===== src/rtl/uwg_pkg.sv =====
package uwg_pkg;
  typedef enum logic [1:0] {
    KS_IDLE  = 2'd0,
    KS_FIRST = 2'd1,
    KS_OPEN  = 2'd2
  } key_state_t;
endpackage


===== src/rtl/uwg_key_fsm.sv =====
module uwg_key_fsm
  import uwg_pkg::*;
#(
  parameter int          KEY_W    = 8,
  parameter logic [KEY_W-1:0] LOCK_B   = 8'h55,
  parameter logic [KEY_W-1:0] UNLOCK_B = 8'hAA
) (
  input  logic             clk,
  input  logic             rst,
  input  logic             key_we,
  input  logic [KEY_W-1:0] key_wdata,
  output logic             window_o
);
  key_state_t cur_q, nxt_d;

  always_comb begin
    nxt_d = cur_q;
    // the open window lives for exactly one cycle
    if (cur_q == KS_OPEN) nxt_d = KS_IDLE;
    if (key_we) begin
      if (key_wdata == LOCK_B)
        nxt_d = KS_FIRST;
      else if (cur_q == KS_FIRST && key_wdata == UNLOCK_B)
        nxt_d = KS_OPEN;
      else
        nxt_d = KS_IDLE;
    end
  end

  always_ff @(posedge clk) begin
    if (rst) cur_q <= KS_IDLE;
    else     cur_q <= nxt_d;
  end

  assign window_o = (cur_q == KS_OPEN);
endmodule


===== src/rtl/uwg_enable_reg.sv =====
module uwg_enable_reg #(
  parameter int CFG_W  = 16,
  parameter int EN_BIT = 13
) (
  input  logic             clk,
  input  logic             rst,
  input  logic             window_i,
  input  logic             cfg_we,
  input  logic [CFG_W-1:0] cfg_wdata,
  output logic             wen_o
);
  logic req_bit;
  logic cfg_unused;

  assign req_bit    = cfg_wdata[EN_BIT];
  assign cfg_unused = ^{cfg_wdata[CFG_W-1:EN_BIT+1], cfg_wdata[EN_BIT-1:0]};

  always_ff @(posedge clk) begin
    if (rst)
      wen_o <= 1'b0;
    else if (cfg_we) begin
      if (!req_bit)
        wen_o <= 1'b0;        // lock: always honoured
      else if (window_i)
        wen_o <= 1'b1;        // unlock: only inside the window
    end
  end
endmodule


===== src/rtl/uwg_write_gate.sv =====
module uwg_write_gate #(
  parameter int TMR_W = 4
) (
  input  logic             wen_i,
  input  logic [TMR_W-1:0] wr_i,
  output logic [TMR_W-1:0] wr_o
);
  for (genvar g = 0; g < TMR_W; g++) begin : g_lane
    assign wr_o[g] = wr_i[g] & wen_i;
  end
endmodule


===== src/rtl/unlock_wen_guard.sv =====
module unlock_wen_guard #(
  parameter int          KEY_W    = 8,
  parameter logic [KEY_W-1:0] LOCK_B   = 8'h55,
  parameter logic [KEY_W-1:0] UNLOCK_B = 8'hAA,
  parameter int          CFG_W    = 16,
  parameter int          EN_BIT   = 13,
  parameter int          TMR_W    = 4
) (
  input  logic             clk,
  input  logic             rst,
  input  logic             key_we,
  input  logic [KEY_W-1:0] key_wdata,
  input  logic             cfg_we,
  input  logic [CFG_W-1:0] cfg_wdata,
  input  logic [TMR_W-1:0] tmr_wr_i,
  output logic             wen_o,
  output logic [TMR_W-1:0] tmr_wr_o
);
  logic window;

  uwg_key_fsm #(
    .KEY_W(KEY_W), .LOCK_B(LOCK_B), .UNLOCK_B(UNLOCK_B)
  ) u_fsm (
    .clk(clk), .rst(rst), .key_we(key_we), .key_wdata(key_wdata),
    .window_o(window)
  );

  uwg_enable_reg #(
    .CFG_W(CFG_W), .EN_BIT(EN_BIT)
  ) u_en (
    .clk(clk), .rst(rst), .window_i(window), .cfg_we(cfg_we),
    .cfg_wdata(cfg_wdata), .wen_o(wen_o)
  );

  uwg_write_gate #(
    .TMR_W(TMR_W)
  ) u_gate (
    .wen_i(wen_o), .wr_i(tmr_wr_i), .wr_o(tmr_wr_o)
  );
endmodule


===== config.mk =====
export PLATFORM = sky130hd
export DESIGN_NAME = unlock_wen_guard
export DESIGN_NICKNAME = d
export VERILOG_FILES = /design/src/rtl/uwg_pkg.sv /design/src/rtl/uwg_key_fsm.sv /design/src/rtl/uwg_enable_reg.sv /design/src/rtl/uwg_write_gate.sv /design/src/rtl/unlock_wen_guard.sv
export SDC_FILE = /design/constraint.sdc
export NUM_CORES = 1
export LEC_CHECK = 0
export BUFFER_PORTS_ARGS = -buffer_cell sky130_fd_sc_hd__buf_2
export CAP_MARGIN = 20
export CELL_PAD_IN_SITES_DETAIL_PLACEMENT = 0
export CELL_PAD_IN_SITES_GLOBAL_PLACEMENT = 1
export CORE_MARGIN = 2
export CORE_UTILIZATION = 15
export CTS_BUF_LIST = sky130_fd_sc_hd__clkbuf_2
export DETAILED_ROUTE_END_ITERATION = 10
export PLACE_DENSITY_LB_ADDON = 0.1
export SETUP_SLACK_MARGIN = 0.2
export SLEW_MARGIN = 20
export SYNTH_ARGS = -nofsm -noshare
export SYNTH_HDL_FRONTEND = slang
export SYNTH_SLANG_ARGS = --single-unit

===== constraint.sdc =====
create_clock -name clk -period 1.3 [get_ports clk]
set_input_delay 0.13 -clock clk [delete_from_list [all_inputs] [get_ports clk]]
set_output_delay 0.13 -clock clk [all_outputs]
set_load 0.02 [all_outputs]

# After elaboration in Yosys (flattened, before gate mapping)
# Cells that the tools add are included.
# op_classes
eq_ne,5
n_mux,6
bitwise,4
n_reduce_logical,3
# op_table
operator,count
== test 8 x 7 -> 1 bit (second input constant),1
== test 8 bit (second input constant),1
two-way mux 2 bit,4
AND 1 bit,4
== test 2 x 1 -> 1 bit (second input constant),1
== test 2 bit (second input constant),1
two-way mux 1 bit,2
inequality test 2 x 1 -> 1 bit (second input constant),1
AND reduction 2 bit,1
nonzero test 2 bit,1
logical AND 1 bit,1
# word_totals
ff_bits,3
in_bits,32
output_inout_bits,5
word_cells,20

# Logic depth before layout (Yosys ltp)
# Gate-level depths: netlist of the first run.
# logic_depth
word_depth,5
depth_mapped,3
depth_no_buf,3

# Modules after synthesis
# Synthesis of the first run repeated with hierarchy kept, for this count alone.
# unflattened
hier_cells,21
area_unflattened_um2,198.9
# modules_own_cells
module,n_inst,cells_per_inst,area_each_um2
uwg_key_fsm,1,13,125.1
uwg_enable_reg,1,4,48.8
uwg_write_gate,1,4,25.0

# Worst setup path after synthesis of the first run
# Ideal clock, no wire load.
# synth_path
kind,register to register
from,register u_fsm.cur_q[0]
to,register u_fsm.cur_q[1]
setup_ns,0.067
arrival_ns,0.812
required_time_ns,1.233
slack_ns,0.421
stages_incl_launch_ff,4
path_buffers,0
period_less_slack_ns,0.879
path_cell_list,dfxtp_1 -> inv_1 -> or3_4 -> o21ai_2
# synth_between
elab_chain_len,5
word_cells_on_any_way,7
cone_classes,2 x eq/ne; 3 x mux; 2 x reduce/logical
# synth_rtl
item,line,text
"start, declared",uwg_key_fsm.sv:14,"key_state_t cur_q, nxt_d;"
"start signal, assigned",uwg_key_fsm.sv:32,else cur_q <= nxt_d;
== test 2 x 1 -> 1 bit,uwg_key_fsm.sv:23,else if (cur_q == KS_FIRST && key_wdata == UNLOCK_B)
logical AND 1 bit,uwg_key_fsm.sv:23,
two-way mux 2 bit,uwg_key_fsm.sv:23,
two-way mux 2 bit,uwg_key_fsm.sv:21,if (key_wdata == LOCK_B)
two-way mux 2 bit,uwg_key_fsm.sv:20,if (key_we) begin
# Several ways; a longest one is shown, not always the timed one.
# A chain may end at the register's enable or synchronous reset.

# Final worst setup path of the first run
# layout_path
from,register u_en.wen_o
to,output tmr_wr_o[0]
# layout_between
elab_chain_len,1
# layout_rtl
item,line,text
"start, declared",uwg_enable_reg.sv:10,output logic wen_o
"start signal, assigned",uwg_enable_reg.sv:20,wen_o <= 1'b0;
"start signal, assigned",uwg_enable_reg.sv:23,wen_o <= 1'b0;
"start signal, assigned",uwg_enable_reg.sv:25,wen_o <= 1'b1;
AND 1 bit,uwg_write_gate.sv:9,assign wr_o[g] = wr_i[g] & wen_i;
"end, declared",unlock_wen_guard.sv:17,output logic [TMR_W-1:0] tmr_wr_o
# Every way passes these cells.

==> metrics.yaml, run 1 <==
final_cell_mix: "buf_2 (21), and2_1 (4), clkbuf_2 (4)"
end_kind: "primary output"
grt_max_degree: 7
syn_area_um2: 195
fp.dieH_um: 40.1
yosys_warnings: 0
grt_pass1_wl_um: 979
final-seq-area_um2: 61.3
rsz0062_at_grt: "false"
syn_nets: 54
p_leak_nw: 0.167
tightest_slew_ns: 0.286
grt.total_usage_pct: 10.1
fin_skew_ns: 0.00466
grt_pass1_vias: 271
cp.arrival_ns: 0.85
dp_hpwl_um: 510
peakVddDrop_v: 0.000415
fp.dieW_um: 40.1
nNetsFinal: 80
clock_path_buffers: 2
die_area_um2: 1610
cts_num_sinks: 3
antenna_cells: 0
overflow: 0
syn_to_final_growth_pct: 73.7
cts.clk_slew.worst_paths_ns: 0.05
tritoncts: "done"
max_freq_ghz: 1.02
clock_latency_ns: 0.21
vias: 267
worstSetupStartpointType: "flop"
rows: 12
rr_worst_depth: 3
slew_headroom_pct: 80.7
nFillCells: 127
final_common_cell: "buf_2"
synth.distinct_cells: 15
htree_levels: 1
routed_wl_um: 594
core-area_um2: 1160
maxCapViolCount: 0
timing.hold.ws_ns: 0.116
io_buffers: 21
cp_data_required_time_ns: 1.17
powerDensity_nw_per_um2: 777
drt-pass1-iter-count: 3
syn-mean-instance-area_um2: 8.87
grt_antenna_before_repair: 0
synth-seq-area-share_pct: 30.8
r2r_end: "u_fsm.cur_q[1]"
critPathMaxFanout: 6
place_congestion: 0.736
period_needed_ns: 0.983
whs_path_depth: 2
r2r-start: "u_fsm.cur_q[0]"
viasPerCell: 4.38
drive_gt1_share_pct: 61.7
final_antenna_net_count: 0
ios: 37
setup_viol: 0
cts_setup_buffers: 0
drv_slew: 0
ys_ff_latch: 3
wl_per_cell_um: 9.74
rrSetupSlack_ns: 0.36
status: "finished clean"
multi_input_area_um2: 128
hold_viol_final: 0
min_path_type: "primary input to flop"
holdPathEnd: "u_en.wen_o"
path_class: "flop to primary output"
first_iter_violations: 10
tns_ns: 0
drc: 0
post-route-period-util_pct: 75.6
initial_core_util_pct: 16.9
synthCells: 22
crit_start: "u_en.wen_o"
cts_buffers: 3
clock-root-buffer: "clkbuf_2"
holdCritStartpoint: "rst"
report_power, final:
part           internal (mW)  total (mW)  switching, mW
Clock                 0.0812       0.137         0.0554
Combinational         0.0221      0.0344         0.0123
Sequential            0.0923      0.0924      0.0000232
Total                  0.196       0.263         0.0678
sequential cells by signal, summed over array words and instances (netlist names):
register,count
u_en.wen_o,1
u_fsm.cur_q,2
metal layers:
layer	GRT usage (%)	up-vias	wire (um)
met5	0	-	0
li1	-	133	-
met2	14.9	27	233
met1	9.45	107	230
met4	7.76	0	0
met3	7.22	0	130
area by class of cell:
| type | count | area share, % |
|---|---|---|
| multi-input combinational | 17 | 37.6 |
| timing repair buffer | 21 | 31.0 |
| sequential | 3 | 18.1 |
| clock buffer | 4 | 5.90 |
| tap | 14 | 5.17 |
| inverter | 2 | 2.21 |
how the worst max path moves through the flow:
stage / end / cells after the start
floorplan: u_fsm.cur_q[1] / 3
global placement: u_fsm.cur_q[1] / 3
detailed placement: u_fsm.cur_q[1] / 3
CTS: tmr_wr_o[0] / 2
global route: tmr_wr_o[3] / 2
finish: tmr_wr_o[0] / 2
metrics by stage:
stage          worst slack [ns]  std cells  instance area, um2  total power, mW  utilization, %
6_report                  0.317         61                 339            0.263            29.3
2_1_floorplan             0.421         22                 195            0.101               -
4_1_cts                   0.245         61                 338            0.269            29.2
3_5_place_dp              0.364         57                 318            0.128            27.5
3_3_place_gp              0.374         57                 318            0.128            27.5
5_1_grt                   0.247         61                 339            0.286            29.3
cell families (layout without fill, tap and decap cells):
family | Yosys count | count (layout) | share of synthesized area [%]
AND/OR/NAND/NOR | 14 | 14 | 55.1
AO/OA/AOI/OAI | 3 | 3 | 10.3
flip-flops | 3 | 3 | 30.8
buffers and inverters | 2 | 27 | 3.85
cell usage after synthesis:
cell / count / area (um2)
inv_1: 2 / 7.51
nand3b_1: 1 / 7.51
and4b_2: 1 / 11.3
nor2b_1: 1 / 6.26
or3_4: 1 / 11.3
nand4b_1: 1 / 8.76
nor4bb_1: 1 / 10.0
a31oi_1: 1 / 6.26
o21ai_1: 1 / 5.00
and2_1: 4 / 25.0
dfxtp_1: 3 / 60.1
nor3_1: 1 / 5.00
nand3_1: 1 / 5.00
nor4b_1: 2 / 17.5
o21ai_2: 1 / 8.76
critical path, stage by stage, from the launching register on:
cell and delay (ns):
dfxtp_2 0.36, and2_1 0.12, buf_2 0.16
timing repair:
action                     4_1_cts  5_1_grt
setup endpoints to repair        0        3
gates resized for setup          0        1
hold buffers                     0        0
(Power assumes the default switching activity.)
==> run 2, diff against run 1 <==
CORE_UTILIZATION = 14   (was 15)
clock period = 1 ns   (was 1.3 ns; I/O delays follow)
==> run 2 against run 1 <==
Net effect:
- non-clock buffer count increased by 2
- sequential share of layout area decreased by 2.2 points
- clock-buffer cell count unchanged
- final area increased by 21%
- first-iteration DRC count decreased by 70%
- critical path type unchanged
- highest routed layer unchanged
==> metrics.yaml, run 2 (synthesis gave the netlist of run 1 again) <==
clock_path_buffers: 2
path_buf_inv: 1
die_area_um2: 1710
timing.hold.ws_ns: 0.0947
final_cell_mix: "buf_2 (16), buf_6 (5), and2_4 (4), clkbuf_2 (4)"
critPathTopFamily: "flip-flops"
wl_per_cell_um: 9.61
initial_core_util_pct: 15.0
htree_levels: 1
rrSetupSlack_ns: 0.13
vias: 284
fp.dieH_um: 41.3
largest_reg_flops: 2
regMostFlops: "u_fsm.cur_q"
grt_antenna_before_repair: 0
reg_top3: "u_fsm.cur_q: 2 flops, u_en.wen_o: 1 flops"
multi_input_area_um2: 148
clock_latency_ns: 0.20
hold_viol_final: 0
grt_max_degree: 7
final_antenna_net_count: 0
cp_slowest_cell: "dfxtp_4"
rsz0062_at_grt: "true"
grt_pass1_vias: 266
worstSetupStartpointType: "flop"
max_freq_ghz: 1.09
cts.clk_slew.worst_paths_ns: 0.04
min_path_type: "primary input to flop"
grt_pass1_wl_um: 897
place_congestion: 0.747
maxCapViolCount: 0
post-route-period-util_pct: 91.4
stdcell_count: 64
clock-root-buffer: "clkbuf_2"
cp_slowest_stage_delay_ns: 0.35
slew_headroom_pct: 81.3
tns_ns: 0
drc: 0
status: "finished clean"
dp_hpwl_um: 524
final-seq-area_um2: 65.1
cp_data_required_time_ns: 0.90
setup_viol: 0
end_kind: "primary output"
path_class: "flop to primary output"
cts_buffers: 3
fp.dieW_um: 41.3
worstPathCellList: "and2_4, buf_6"
tightest_slew_ns: 0.277
drive_gt1_share_pct: 79.6
drv_slew: 0
nFillCells: 148
cp.arrival_ns: 0.81
drt-pass1-iter-count: 4
viasPerCell: 4.44
tritoncts: "done"
dp_cells: 58
fin_skew_ns: 0.00367
cts_hold_buf: 0
peakVddDrop_v: 0.000474
io_buffers: 21
final_common_cell: "buf_2"
p_leak_nw: 0.190
ios: 37
powerDensity_nw_per_um2: 808
overflow: 0
rows: 13
routed_wl_um: 615
grt.total_usage_pct: 8.50
antenna_cells: 0
nNetsFinal: 82
core-area_um2: 1300
period_needed_ns: 0.914
cts_num_sinks: 3
critPathMaxFanout: 6
syn_to_final_growth_pct: 110
first_iter_violations: 3
-- run 2: changes by cell type in the layout (fill, tap and decap cells not counted) --
cell     before  now
and2_1        4    0
dfxtp_4       0    1
buf_4         0    2
inv_1         2    1
nor4b_2       0    1
o21ai_2       1    2
o21ai_1       1    0
buf_2        21   16
dfxtp_1       2    1
buf_6         0    5
nor4b_1       2    1
and2_4        0    4
inv_2         0    1
-- run 2: final timing paths --
path | start | to | depth (start not counted)
max reg2reg | u_fsm.cur_q[0] | u_fsm.cur_q[1] | 3
min reg2reg | u_fsm.cur_q[1] | u_fsm.cur_q[1] | 2
max | u_en.wen_o | tmr_wr_o[1] | 2
min | rst | u_en.wen_o | 2
-- run 2: final cells by class --
class	instances	share of cell area, %
timing repair buffer	23	36.9
multi-input combinational	17	36.0
sequential	3	15.9
clock buffer	4	4.88
tap	15	4.57
inverter	2	1.83
-- run 2: report_power, final --
group          leakage, nW  internal, mW  switching, mW  total [mW]
logic                0.148        0.0298         0.0178      0.0475
clock network       0.0166         0.105         0.0611       0.166
registers           0.0255         0.118      0.0000394       0.118
-- run 2: metrics by stage --
stage | worst slack, ns | util [%] | cell area, um2 | total power [mW]
after floorplan | 0.175 | - | 201 | 0.131
after detailed placement | 0.115 | 25.0 | 325 | 0.167
after global routing | 0.0358 | 31.5 | 410 | 0.363
after CTS | 0.0669 | 31.5 | 410 | 0.343
final | 0.0858 | 31.5 | 410 | 0.332
after global placement | 0.104 | 25.0 | 325 | 0.166
-- run 2: metal layers --
| metal | vias up | global-route usage [%] | part of all wire (%) |
|---|---|---|---|
| met5 | - | 0 | 0 |
| met4 | 0 | 4.84 | 0 |
| met3 | 0 | 4.79 | 10 |
| met2 | 17 | 16.4 | 59 |
| met1 | 132 | 6.37 | 31 |
| li1 | 135 | - | - |
-- run 2: repair_timing --
item | in CTS | in global routing
resized for setup | 19 | 0
cloned | 0 | 0
setup endpoints to repair | 7 | 8
buffers inserted | 2 | 0
pin swaps | 0 | 0
